<file path="src/rtl/cit_pkg.sv">
package cit_pkg;

    // Controller states; the brief names each state and transition.
    typedef enum logic [2:0] {
        CIT_IDLE,
        CIT_LOOK,
        CIT_PROBE,
        CIT_FETCH,
        CIT_RESP,
        CIT_INVCHK
    } cit_state_e;

endpackage

</file>
<file path="src/rtl/cit_tag_array.sv">
// Direct-mapped tag store: one combinational read port, one write port.
module cit_tag_array #(
    parameter int IDX_W = 4,
    parameter int TAG_W = 8
) (
    input  logic             clk,
    input  logic             rst_n,
    input  logic [IDX_W-1:0] rd_idx,
    output logic             rd_valid,
    output logic [TAG_W-1:0] rd_tag,
    input  logic             wr_en,
    input  logic [IDX_W-1:0] wr_idx,
    input  logic             wr_valid,
    input  logic [TAG_W-1:0] wr_tag
);
    localparam int DEPTH = 1 << IDX_W;

    logic [DEPTH-1:0] valid_q;
    logic [TAG_W-1:0] tag_q [DEPTH];

    // Valid bits are reset; tag contents only matter once valid.
    always_ff @(posedge clk) begin
        if (!rst_n) begin
            valid_q <= '0;
        end else if (wr_en) begin
            valid_q[wr_idx] <= wr_valid;
        end
    end

    always_ff @(posedge clk) begin
        if (wr_en && wr_valid) begin
            tag_q[wr_idx] <= wr_tag;
        end
    end

    assign rd_valid = valid_q[rd_idx];
    assign rd_tag   = tag_q[rd_idx];

endmodule

</file>
<file path="src/rtl/cit_addr_fields.sv">
// Splits a byte address into the index and tag of both levels.
module cit_addr_fields #(
    parameter int ADDR_W   = 16,
    parameter int L1_OFF_W = 4,
    parameter int L1_IDX_W = 4,
    parameter int RATIO_W  = 2,
    parameter int L2_IDX_W = 5
) (
    input  logic [ADDR_W-1:0]                           addr,
    output logic [L1_IDX_W-1:0]                         l1_idx,
    output logic [ADDR_W-L1_OFF_W-L1_IDX_W-1:0]         l1_tag,
    output logic [L2_IDX_W-1:0]                         l2_idx,
    output logic [ADDR_W-L1_OFF_W-RATIO_W-L2_IDX_W-1:0] l2_tag,
    output logic [ADDR_W-1:0]                           line_base
);
    localparam int L2_OFF_W = L1_OFF_W + RATIO_W;
    localparam int L1_TOP   = L1_OFF_W + L1_IDX_W;
    localparam int L2_TOP   = L2_OFF_W + L2_IDX_W;

    assign l1_idx    = addr[L1_OFF_W +: L1_IDX_W];
    assign l1_tag    = addr[ADDR_W-1:L1_TOP];
    assign l2_idx    = addr[L2_OFF_W +: L2_IDX_W];
    assign l2_tag    = addr[ADDR_W-1:L2_TOP];
    assign line_base = {addr[ADDR_W-1:L2_OFF_W], {L2_OFF_W{1'b0}}};

endmodule

</file>
<file path="src/rtl/cit_probe_addr.sv">
// Rebuilds the L1 index/tag of sub-block `sub` inside an L2 line.
module cit_probe_addr #(
    parameter int ADDR_W   = 16,
    parameter int L1_OFF_W = 4,
    parameter int L1_IDX_W = 4,
    parameter int RATIO_W  = 2,
    parameter int L2_IDX_W = 5
) (
    input  logic [ADDR_W-L1_OFF_W-RATIO_W-L2_IDX_W-1:0] l2_tag,
    input  logic [L2_IDX_W-1:0]                         l2_idx,
    input  logic [RATIO_W-1:0]                          sub,
    output logic [L1_IDX_W-1:0]                         l1_idx,
    output logic [ADDR_W-L1_OFF_W-L1_IDX_W-1:0]         l1_tag
);
    localparam int LINE_W = ADDR_W - L1_OFF_W;

    logic [LINE_W-1:0] l1_line;

    assign l1_line = {l2_tag, l2_idx, sub};
    assign l1_idx  = l1_line[L1_IDX_W-1:0];
    assign l1_tag  = l1_line[LINE_W-1:L1_IDX_W];

endmodule

</file>
<file path="src/rtl/incl_tag_ctrl.sv">
module incl_tag_ctrl
    import cit_pkg::*;
#(
    parameter int ADDR_W   = 16,
    parameter int L1_OFF_W = 4,
    parameter int L1_IDX_W = 4,
    parameter int RATIO_W  = 2,
    parameter int L2_IDX_W = 5
) (
    input  logic              clk,
    input  logic              rst_n,
    input  logic              req_valid,
    input  logic [ADDR_W-1:0] req_addr,
    output logic              req_ready,
    output logic              resp_done,
    output logic              resp_l1_hit,
    output logic              resp_l2_hit,
    output logic              mem_req,
    output logic [ADDR_W-1:0] mem_line_addr,
    input  logic              mem_ack,
    input  logic              inv_valid,
    input  logic [ADDR_W-1:0] inv_addr,
    output logic              inv_ready
);
    localparam int L1_TAG_W = ADDR_W - L1_OFF_W - L1_IDX_W;
    localparam int L2_TAG_W = ADDR_W - L1_OFF_W - RATIO_W - L2_IDX_W;
    localparam logic [RATIO_W-1:0] SUB_LAST = {RATIO_W{1'b1}};

    cit_state_e state_q, state_d;

    logic [ADDR_W-1:0]   op_addr_q, op_addr_d;
    logic [RATIO_W-1:0]  sub_q, sub_d;
    logic [L2_TAG_W-1:0] vic_tag_q, vic_tag_d;
    logic                inv_mode_q, inv_mode_d;
    logic                hit1_q, hit1_d, hit2_q, hit2_d;
    logic                pend_q, pend_d;
    logic [ADDR_W-1:0]   pend_addr_q, pend_addr_d;

    // Field split of the operation address.
    logic [L1_IDX_W-1:0] op_l1_idx;
    logic [L1_TAG_W-1:0] op_l1_tag;
    logic [L2_IDX_W-1:0] op_l2_idx;
    logic [L2_TAG_W-1:0] op_l2_tag;
    logic [ADDR_W-1:0]   op_line;

    cit_addr_fields #(
        .ADDR_W(ADDR_W), .L1_OFF_W(L1_OFF_W), .L1_IDX_W(L1_IDX_W),
        .RATIO_W(RATIO_W), .L2_IDX_W(L2_IDX_W)
    ) u_fields (
        .addr(op_addr_q), .l1_idx(op_l1_idx), .l1_tag(op_l1_tag),
        .l2_idx(op_l2_idx), .l2_tag(op_l2_tag), .line_base(op_line)
    );

    // Sub-block currently probed inside the displaced L2 line.
    logic [L1_IDX_W-1:0] pr_l1_idx;
    logic [L1_TAG_W-1:0] pr_l1_tag;

    cit_probe_addr #(
        .ADDR_W(ADDR_W), .L1_OFF_W(L1_OFF_W), .L1_IDX_W(L1_IDX_W),
        .RATIO_W(RATIO_W), .L2_IDX_W(L2_IDX_W)
    ) u_probe (
        .l2_tag(vic_tag_q), .l2_idx(op_l2_idx), .sub(sub_q),
        .l1_idx(pr_l1_idx), .l1_tag(pr_l1_tag)
    );

    // Tag stores.
    logic                l1_rd_idx_sel;
    logic [L1_IDX_W-1:0] l1_rd_idx;
    logic                l1_rd_valid;
    logic [L1_TAG_W-1:0] l1_rd_tag;
    logic                l1_we, l1_wv;
    logic [L1_IDX_W-1:0] l1_widx;
    logic [L1_TAG_W-1:0] l1_wtag;

    logic                l2_rd_valid;
    logic [L2_TAG_W-1:0] l2_rd_tag;
    logic                l2_we, l2_wv;

    assign l1_rd_idx_sel = (state_q == CIT_PROBE);
    assign l1_rd_idx     = l1_rd_idx_sel ? pr_l1_idx : op_l1_idx;

    cit_tag_array #(.IDX_W(L1_IDX_W), .TAG_W(L1_TAG_W)) u_l1 (
        .clk(clk), .rst_n(rst_n),
        .rd_idx(l1_rd_idx), .rd_valid(l1_rd_valid), .rd_tag(l1_rd_tag),
        .wr_en(l1_we), .wr_idx(l1_widx), .wr_valid(l1_wv), .wr_tag(l1_wtag)
    );

    cit_tag_array #(.IDX_W(L2_IDX_W), .TAG_W(L2_TAG_W)) u_l2 (
        .clk(clk), .rst_n(rst_n),
        .rd_idx(op_l2_idx), .rd_valid(l2_rd_valid), .rd_tag(l2_rd_tag),
        .wr_en(l2_we), .wr_idx(op_l2_idx), .wr_valid(l2_wv), .wr_tag(op_l2_tag)
    );

    logic l1_hit, l2_hit, pr_match;
    assign l1_hit   = l1_rd_valid && (l1_rd_tag == op_l1_tag);
    assign l2_hit   = l2_rd_valid && (l2_rd_tag == op_l2_tag);
    assign pr_match = l1_rd_valid && (l1_rd_tag == pr_l1_tag);

    // Next state, array writes and held context.
    always_comb begin
        state_d     = state_q;
        op_addr_d   = op_addr_q;
        sub_d       = sub_q;
        vic_tag_d   = vic_tag_q;
        inv_mode_d  = inv_mode_q;
        hit1_d      = hit1_q;
        hit2_d      = hit2_q;
        pend_d      = pend_q;
        pend_addr_d = pend_addr_q;
        l1_we       = 1'b0;
        l1_wv       = 1'b0;
        l1_widx     = op_l1_idx;
        l1_wtag     = op_l1_tag;
        l2_we       = 1'b0;
        l2_wv       = 1'b0;

        if (inv_valid && !pend_q) begin
            pend_d      = 1'b1;
            pend_addr_d = inv_addr;
        end

        unique case (state_q)
            CIT_IDLE: begin
                if (pend_q) begin
                    op_addr_d = pend_addr_q;
                    pend_d    = 1'b0;
                    state_d   = CIT_INVCHK;
                end else if (req_valid) begin
                    op_addr_d = req_addr;
                    state_d   = CIT_LOOK;
                end
            end
            CIT_LOOK: begin
                hit1_d = l1_hit;
                hit2_d = l2_hit;
                if (l1_hit) begin
                    state_d = CIT_RESP;
                end else if (l2_hit) begin
                    l1_we   = 1'b1;
                    l1_wv   = 1'b1;
                    state_d = CIT_RESP;
                end else if (l2_rd_valid) begin
                    vic_tag_d  = l2_rd_tag;
                    sub_d      = '0;
                    inv_mode_d = 1'b0;
                    state_d    = CIT_PROBE;
                end else begin
                    state_d = CIT_FETCH;
                end
            end
            CIT_PROBE: begin
                if (pr_match) begin
                    l1_we   = 1'b1;
                    l1_wv   = 1'b0;
                    l1_widx = pr_l1_idx;
                end
                sub_d = sub_q + 1'b1;
                if (sub_q == SUB_LAST) begin
                    state_d = inv_mode_q ? CIT_IDLE : CIT_FETCH;
                end
            end
            CIT_FETCH: begin
                if (mem_ack) begin
                    l2_we   = 1'b1;
                    l2_wv   = 1'b1;
                    l1_we   = 1'b1;
                    l1_wv   = 1'b1;
                    state_d = CIT_RESP;
                end
            end
            CIT_RESP: begin
                state_d = CIT_IDLE;
            end
            CIT_INVCHK: begin
                if (l2_hit) begin
                    l2_we      = 1'b1;
                    l2_wv      = 1'b0;
                    vic_tag_d  = op_l2_tag;
                    sub_d      = '0;
                    inv_mode_d = 1'b1;
                    state_d    = CIT_PROBE;
                end else begin
                    state_d = CIT_IDLE;
                end
            end
            default: state_d = CIT_IDLE;
        endcase
    end

    // State register.
    always_ff @(posedge clk) begin
        if (!rst_n) begin
            state_q     <= CIT_IDLE;
            op_addr_q   <= '0;
            sub_q       <= '0;
            vic_tag_q   <= '0;
            inv_mode_q  <= 1'b0;
            hit1_q      <= 1'b0;
            hit2_q      <= 1'b0;
            pend_q      <= 1'b0;
            pend_addr_q <= '0;
        end else begin
            state_q     <= state_d;
            op_addr_q   <= op_addr_d;
            sub_q       <= sub_d;
            vic_tag_q   <= vic_tag_d;
            inv_mode_q  <= inv_mode_d;
            hit1_q      <= hit1_d;
            hit2_q      <= hit2_d;
            pend_q      <= pend_d;
            pend_addr_q <= pend_addr_d;
        end
    end

    // Outputs.
    always_comb begin
        req_ready     = (state_q == CIT_IDLE) && !pend_q;
        resp_done     = (state_q == CIT_RESP);
        resp_l1_hit   = (state_q == CIT_RESP) && hit1_q;
        resp_l2_hit   = (state_q == CIT_RESP) && hit2_q;
        mem_req       = (state_q == CIT_FETCH);
        mem_line_addr = op_line;
        inv_ready     = !pend_q;
    end

    // Assertions next to the logic they guard.
    assert_incl_R11: assert property (@(posedge clk) disable iff (!rst_n)
        (state_q == CIT_LOOK && l1_hit) |-> l2_hit)
        else $error("inclusion broken at lookup");

    assert_probe_blocks_req_R7: assert property (@(posedge clk) disable iff (!rst_n)
        (state_q == CIT_PROBE || state_q == CIT_INVCHK || state_q == CIT_FETCH) |-> !req_ready)
        else $error("request accepted while busy");

    assert_probe_run_R6: assert property (@(posedge clk) disable iff (!rst_n)
        (state_q == CIT_PROBE && sub_q != SUB_LAST) |=> (state_q == CIT_PROBE))
        else $error("probe walk cut short");

    assert_done_pulse_R12: assert property (@(posedge clk) disable iff (!rst_n)
        resp_done |=> !resp_done)
        else $error("completion longer than one cycle");

    assert_fetch_hold_R12: assert property (@(posedge clk) disable iff (!rst_n)
        (mem_req && !mem_ack) |=> (mem_req && $stable(mem_line_addr)))
        else $error("memory request dropped before ack");

    assert_hold_kept_R10: assert property (@(posedge clk) disable iff (!rst_n)
        (pend_q && state_q != CIT_IDLE) |=> (pend_q && $stable(pend_addr_q)))
        else $error("held invalidate lost");

endmodule

</file>
<file path="config.mk">
export PLATFORM = sky130hd
export DESIGN_NAME = incl_tag_ctrl
export DESIGN_NICKNAME = d
export VERILOG_FILES = /design/src/rtl/cit_pkg.sv /design/src/rtl/cit_tag_array.sv /design/src/rtl/cit_addr_fields.sv /design/src/rtl/cit_probe_addr.sv /design/src/rtl/incl_tag_ctrl.sv
export SDC_FILE = /design/constraint.sdc
export NUM_CORES = 1
export LEC_CHECK = 0
export ABC_AREA = 1
export BUFFER_PORTS_ARGS = -buffer_cell sky130_fd_sc_hd__clkbuf_2
export CORE_AREA = 2 2 187 189
export CTS_BUF_LIST = sky130_fd_sc_hd__clkbuf_2
export CTS_CLUSTER_DIAMETER = 200
export DETAILED_ROUTE_END_ITERATION = 16
export DIE_AREA = 0 0 189 191
export GPL_TIMING_DRIVEN = 0
export PLACE_DENSITY = 0.68
export SYNTH_ARGS = -nofsm -noshare
export SYNTH_HDL_FRONTEND = slang
export SYNTH_SLANG_ARGS = --single-unit
</file>
<file path="constraint.sdc">
create_clock -name clk -period 2.8 [get_ports clk]
set_input_delay 0 -clock clk [delete_from_list [all_inputs] [get_ports clk]]
set_output_delay 0 -clock clk [all_outputs]
set_load 0.005 [all_outputs]
</file>
-- Word level (Yosys, flattened, before mapping)
Memory sizes are Yosys's and may differ from the RTL's. A register that Yosys moved wholly into a read port is not among the register bits.
Cells that the tools add are included.
- add/sub/neg operators: 1
- mux-type cells: 57
- $lt $le $gt $ge: 5
- equal/unequal tests: 16
- reduce and logical (&&, ||, !) cells: 20
- operators with widths (operator ; number):
    $bwmux W32 ; 1
    $mux W16 ; 2
    $mux W5 ; 6
    $mux W1 ; 21
    $mux W2 ; 9
    $mux W3 ; 6
    $bwmux W16 ; 1
    $eq A8 B8 Y1 ; 2
    $pmux W3 S5 ; 1
    $logic_and A1 B1 Y1 ; 11
    $lt A4 B5 Y1 const B ; 2
    $pmux W5 S2 ; 1
    $reduce_and A5 Y1 ; 2
    $ne A2 B2 Y1 const B ; 4
    $eq A3 B2 Y1 const B ; 2
    $eq A3 B3 Y1 const B ; 2
    $lt A5 B6 Y1 const B ; 1
    $pmux W1 S2 ; 3
    $pmux W2 S3 ; 1
    $bmux W1 S5 ; 1
    $demux W1 S5 ; 1
    $eq A5 B5 Y1 ; 1
    $ge A5 B1 Y1 const B ; 1
    $bmux W1 S4 ; 1
    14 further kinds ; 16
- bits in writable memories: 288
- logic and storage cells: 112
- output and inout port bits: 22
- flip-flop bits (word level): 94
- input bits: 37
- memories: 2
- memories (memory ; depth ; width ; rd ports ; clocked after memory_dff ; wr ports ; RTL line ; RTL):
    u_l2.tag_q ; 32 ; 5 ; 1 ; 1 ; 1 ; cit_tag_array.sv:19 ; logic [TAG_W-1:0] tag_q [DEPTH];
    u_l1.tag_q ; 16 ; 8 ; 1 ; 0 ; 1 ; cit_tag_array.sv:19 ;

-- Logic depth before layout (Yosys ltp)
- depth in word-level cells: 12
- gate-level depth with buffers: 23
- mapped depth without buffers: 23

-- Modules after synthesis
Synthesis repeated with hierarchy kept, for this count alone.
- cells, all modules: 2006
- area, all modules: 17760.8 um^2
- by module, submodules not included (module ; area each (um^2) ; instances ; sequential area each (um^2) ; cells an instance):
    cit_tag_array at u_l2 ; 8274.2 ; 1 ; 5445.2 ; 840
    cit_tag_array at u_l1 ; 6496.2 ; 1 ; 4164.0 ; 681
    incl_tag_ctrl ; 2611.3 ; 1 ; 920.9 ; 434
    cit_addr_fields ; 289.0 ; 1 ; 0.0 ; 39
    cit_probe_addr ; 90.1 ; 1 ; 0.0 ; 12

-- Least setup slack after synthesis
Ideal clock, no wire load.
- kind: register -> register
- start: reg op_addr_q[7]
- end: mem u_l1.tag_q[10][0] (enable)
- setup slack: -0.044 ns
- cell stages (with the launch flop): 18
- arrival: 2.520 ns
- buffers on the path: 3
- required time: 2.476 ns
- setup time: 0.324 ns
- period minus slack after synthesis: 2.844 ns
- cells stage by stage: dfxtp_1 > nand2_1 > inv_1 > buf_2 > buf_1 > nand2_1 > nand2_1 > inv_1 > nand2_1 > nand2_1 > o211ai_1 > nor2_1 > nand3_1 > nand2_1 > nand2_2 > buf_2 > nand3_1 > inv_1
- longest elaborated chain between the ends: 9
- elaborated cells between the ends (all ways): 20
- those cells by class: eq/ne: 2; mux: 13; reduce/logical: 4; memory: 1
- ends and longest elaborated chain (element ; RTL line ; RTL):
    start: declaration ; incl_tag_ctrl.sv:31 ; logic [ADDR_W-1:0] op_addr_q, op_addr_d;
    start signal: assignment ; incl_tag_ctrl.sv:204 ; op_addr_q <= op_addr_d;
    $bmux W1 S5 ; cit_tag_array.sv:36 ; assign rd_valid = valid_q[rd_idx];
    $mux W1 (not written as such) ; cit_tag_array.sv:36 ;
    $logic_and A1 B1 Y1 ; incl_tag_ctrl.sv:96 ; assign l2_hit = l2_rd_valid && (l2_rd_tag == op_l2_tag);
    $mux W1 ; incl_tag_ctrl.sv:138 ; end else if (l2_hit) begin
    $mux W1 ; incl_tag_ctrl.sv:136 ; if (l1_hit) begin
    $pmux W1 S3 or $pmux W1 S2 (tied branches) ; incl_tag_ctrl.sv:122 ; unique case (state_q)
    $logic_and A1 B1 Y1 ; cit_tag_array.sv:31 ; if (wr_en && wr_valid) begin
    $mux W1 ; cit_tag_array.sv:31 ;
    $mux W1 (not written as such) ; cit_tag_array.sv:32 ; tag_q[wr_idx] <= wr_tag;
    end: declaration ; cit_tag_array.sv:19 ;
Several ways; a longest one is shown, not always the timed one. The select of a mux whose other input is x is not followed.

-- Worst setup path after layout
- start: reg state_q[2]
- end: mem u_l1.tag_q[14][0] (enable)
- longest elaborated chain between the ends: 10
- elaborated cells between the ends (all ways): 20
- those cells by class: eq/ne: 5; mux: 11; reduce/logical: 3; memory: 1
- ends and longest elaborated chain (element ; RTL line ; RTL):
    start: declaration ; incl_tag_ctrl.sv:29 ; cit_state_e state_q, state_d;
    start signal: assignment ; incl_tag_ctrl.sv:203 ; state_q <= state_d;
    $eq A3 B2 Y1 ; incl_tag_ctrl.sv:79, incl_tag_ctrl.sv:122 ;
    $mux W2 ; incl_tag_ctrl.sv:80 ; assign l1_rd_idx = l1_rd_idx_sel ? pr_l1_idx : op_l1_idx;
    $mem_v2 Z16 W8 or $bmux W1 S4 (tied branches) ; n/a ;
    $eq A8 B8 Y1 (tied with other cells) ; incl_tag_ctrl.sv:97 ; assign pr_match = l1_rd_valid && (l1_rd_tag == pr_l1_tag);
    $logic_and A1 B1 Y1, on equally long branches ; incl_tag_ctrl.sv:97, incl_tag_ctrl.sv:95 ;
    $mux W1, on equally long branches ; incl_tag_ctrl.sv:152, incl_tag_ctrl.sv:136 ;
    $pmux W1 S3 or $pmux W1 S2 (tied branches) ; incl_tag_ctrl.sv:122 ;
    $logic_and A1 B1 Y1 ; cit_tag_array.sv:31 ;
    $mux W1 ; cit_tag_array.sv:31 ;
    $mux W1 (not written as such) ; cit_tag_array.sv:32 ;
Several ways; a longest one is shown, not always the timed one. The select of a mux whose other input is x is not followed.

==> run summary <==
WL met1 - 20.21 mm
Die width - 189 um
Lkg Pwr - 8.506 nW
Crit path time final - 3.507 ns
Clk root buf - clkbuf_2
# nets final - 2080
Overflow after GRT - 0
Register area share after synthesis - 62.53%
Commonest non-fill, non-tap cell in the layout - nand2_1
Status - finished, violations left
CP Max Fanout - 10
CTS Sinks - 379
R2R depth - 23
Synth Area per Inst - 9.713 um^2
Fin crit share - 125.2%
Power Dens Cells - 957.7 nW/um^2
Worst hold path type - in2reg
Warnings, synthesis - 0
Initial antenna violation count - 1
Core area - 34120 um^2
Distinct cells, synth - 40
Failing checks - negative setup slack
Post-DP HPWL - 32.08 mm
WP data arrival - 4.24 ns
WHS Path Cells - 5
Cells after Synth - 1724
Peak VDD IR - 0.6007 mV
Drt via density - 5.813
Multi-input logic area - 6260 um^2
Slew Limit Fails - 0
Most frequent cells in the layout - nand2_1, edfxtp_1, clkbuf_2
FILL cells - 2608
Share of cells above drive strength 1 - 29.32%
Slew headroom - 30.62%
Final setup viols - 189
Number of routed nets with antenna violations - 0
Slew @ Worst Pin - 1.041 ns
Synthesis-to-finish area growth - 29.68%
Worst path required time - 3.53 ns
Top FF cell, synth - edfxtp_1
Die Height - 191 um
First drt pass iteration count - 8
Number of global-route vias before repair - 14302
Die area - 36100 um^2
Met2 wire length - 26.92 mm
Clock Skews - 0.09418 ns
Clock latency at the later pin of the worst-skew pair - 1.07 ns
Vias - 14923
Placed Area - 17660 um^2
IO Count - 59
Reg area - 10500 um^2
Post-synth EDFFs - 288
Fin Hold WS - 0.1411 ns
Critical path type - reg2reg
First-pass GRT wire length - 78.75 mm
CP Launch Type - flip-flop
Synthesis-stage register bit count - 379
RSZ-0062 raised after global routing - true
Worst setup margin - -0.7069 ns
Met3 routed WL - 5.151 mm
CTS tree - yes
Largest net degree at the start of global routing - 47
Final hold vios - 0
RD Place Congestion - 0.9193
Post-Route WL - 55.60 mm
CTS H-tree lvls - 3
Design area - 21710 um^2
Drt initial violations - 1886
Port bufs - 44
Fmax - 0.2852 GHz
Wire length per cell - 21.66 um
Max_cap viols - 0
CTS buffer count - 96
Synth async-reset ratio - 0%
Tot GR Track Use - 28.88%
Initial Util - 49.08%
Clk pin slew, worst setup/hold paths - 0.10 ns
Rows - 68
Top sig layer - met4
Clock Path Buffers - 3
DRC viols - 0
Worst setup EP type - flip-flop
Post-synthesis cell area - 16740 um^2
[worst max-delay path: stages (launching register included)]
cell	delay, ns
dfxtp_4	0.38
clkinv_4	0.06
nand3_4	0.17
nand2_8	0.17
buf_12	0.16
buf_6	0.18
nand3_1	0.14
nand3_1	0.14
nand2_1	0.09
nand2_1	0.09
nand2_2	0.07
nor2_1	0.11
nand2_1	0.07
nand2_2	0.13
inv_2	0.06
nand2_2	0.08
nor2_4	0.04
buf_4	0.13
nand4_1	0.16
nand2_4	0.11
nor2_4	0.15
buf_12	0.16
nand3_4	0.09
clkinvlp_4	0.22
[layer usage]
| metal | GRT usage, % | vias up |
|---|---|---|
| met1 | 35.12 | 7054 |
| li1 | - | 6614 |
| met2 | 48.73 | 990 |
| met3 | 5.012 | 265 |
| met5 | 0 | - |
| met4 | 16.44 | 0 |
[where the power goes]
group	internal, mW	switching (mW)	total [mW]	leakage, nW
sequential	6.65	0.409	7.06	3.38
combinational	3.75	6.27	10.0	4.47
clock	1.40	2.32	3.72	0.656
total	11.8	8.99	20.8	8.51
[synth_stat cells (2+ instances only)]
master    number  share of area (%)
buf_2         24               0.72
dfxtp_1       91                 11
o221ai_1      40                2.1
nand2_2        5               0.19
or2_2          3               0.11
clkbuf_1      57                1.3
o21ai_0       75                2.2
nand3b_1       8               0.36
inv_2         10               0.22
nand3_1      186                5.6
nor2_2         4               0.15
inv_1        109                2.4
nand2_1      421                9.4
a21oi_1       79                2.4
nor3_1         6               0.18
o21ai_2        2               0.10
o21ai_1        4               0.12
buf_6          5               0.34
o21bai_1      40                1.8
nand3_2        2               0.12
buf_1          3              0.067
xor2_1         2               0.10
a22oi_1       16               0.72
nor2_1       191                4.3
clkinv_1       3              0.067
nand4_1       14               0.52
o211ai_1       2              0.090
buf_4         20               0.90
nor2_4         3               0.20
edfxtp_1     288                 52
nand2_4        2               0.13
[final cells by class]
cell class	instances	share of cell area [%]
diodes	1	0.01152
plain buffers	107	4.333
clock buffers	136	3.135
clock inverters	31	0.7203
inverters	122	2.495
multi-input cells	1119	28.83
flip-flops and latches	379	48.37
well taps	455	2.622
repair buffers	217	9.484
[per-stage QoR]
stage               util (%)  setup slack (ns)  setup TNS (ns)  std cells  total power, mW
floorplan                  -          -0.02080         -0.5328       1729            11.29
global placement       51.46            -1.503         -252.05       2228            13.50
detailed placement     51.77            -1.330         -231.06       2233            13.69
CTS                    60.66           -0.5111          -64.70       2536            19.15
global route           63.65           -0.7516         -114.18       2567            21.70
finish                 63.65           -0.7069         -101.36       2567            20.80
[logic make-up after synthesis]
group / synth area share, %
other: 0.02239
adder cells (fa/ha/maj): 0.07471
buffers and inverters: 6.030
AND/OR/NAND/NOR: 21.41
flip-flops: 62.53
AO/OA/AOI/OAI: 9.833
XOR/XNOR: 0.1046
[state kept, by name (all words and copies together), names as in the netlist, named ones only]
| register | count |
|---|---|
| u_l2.valid_q | 32 |
| hit1_q | 1 |
| pend_q | 1 |
| inv_mode_q | 1 |
| vic_tag_q | 5 |
| u_l1.valid_q | 16 |
| u_l2.tag_q | 160 |
| state_q | 3 |
| hit2_q | 1 |
| op_addr_q | 12 |
| sub_q | 2 |
| pend_addr_q | 12 |
| u_l1.tag_q | 128 |
[path summary, 6_finish.rpt]
path,from,end,slack (ns)
min reg2reg,u_l2.valid_q[22],u_l2.valid_q[22],0.47
max,state_q[2],u_l1.tag_q[14][0],-0.71
max reg2reg,state_q[2],u_l1.tag_q[14][0],-0.71
min,rst_n,pend_addr_q[4],0.14
[timing repair]
item / CTS / global route
setup endpoints to repair: 264 / 216
endpoints found under the hold margin: 251 / 0
buffers inserted: 56 / 31
pin swaps: 50 / 49
hold buffers: 77 / 0
resized for setup: 255 / 198
cloned: 3 / 4
Power figures use the tool's default switching activity.
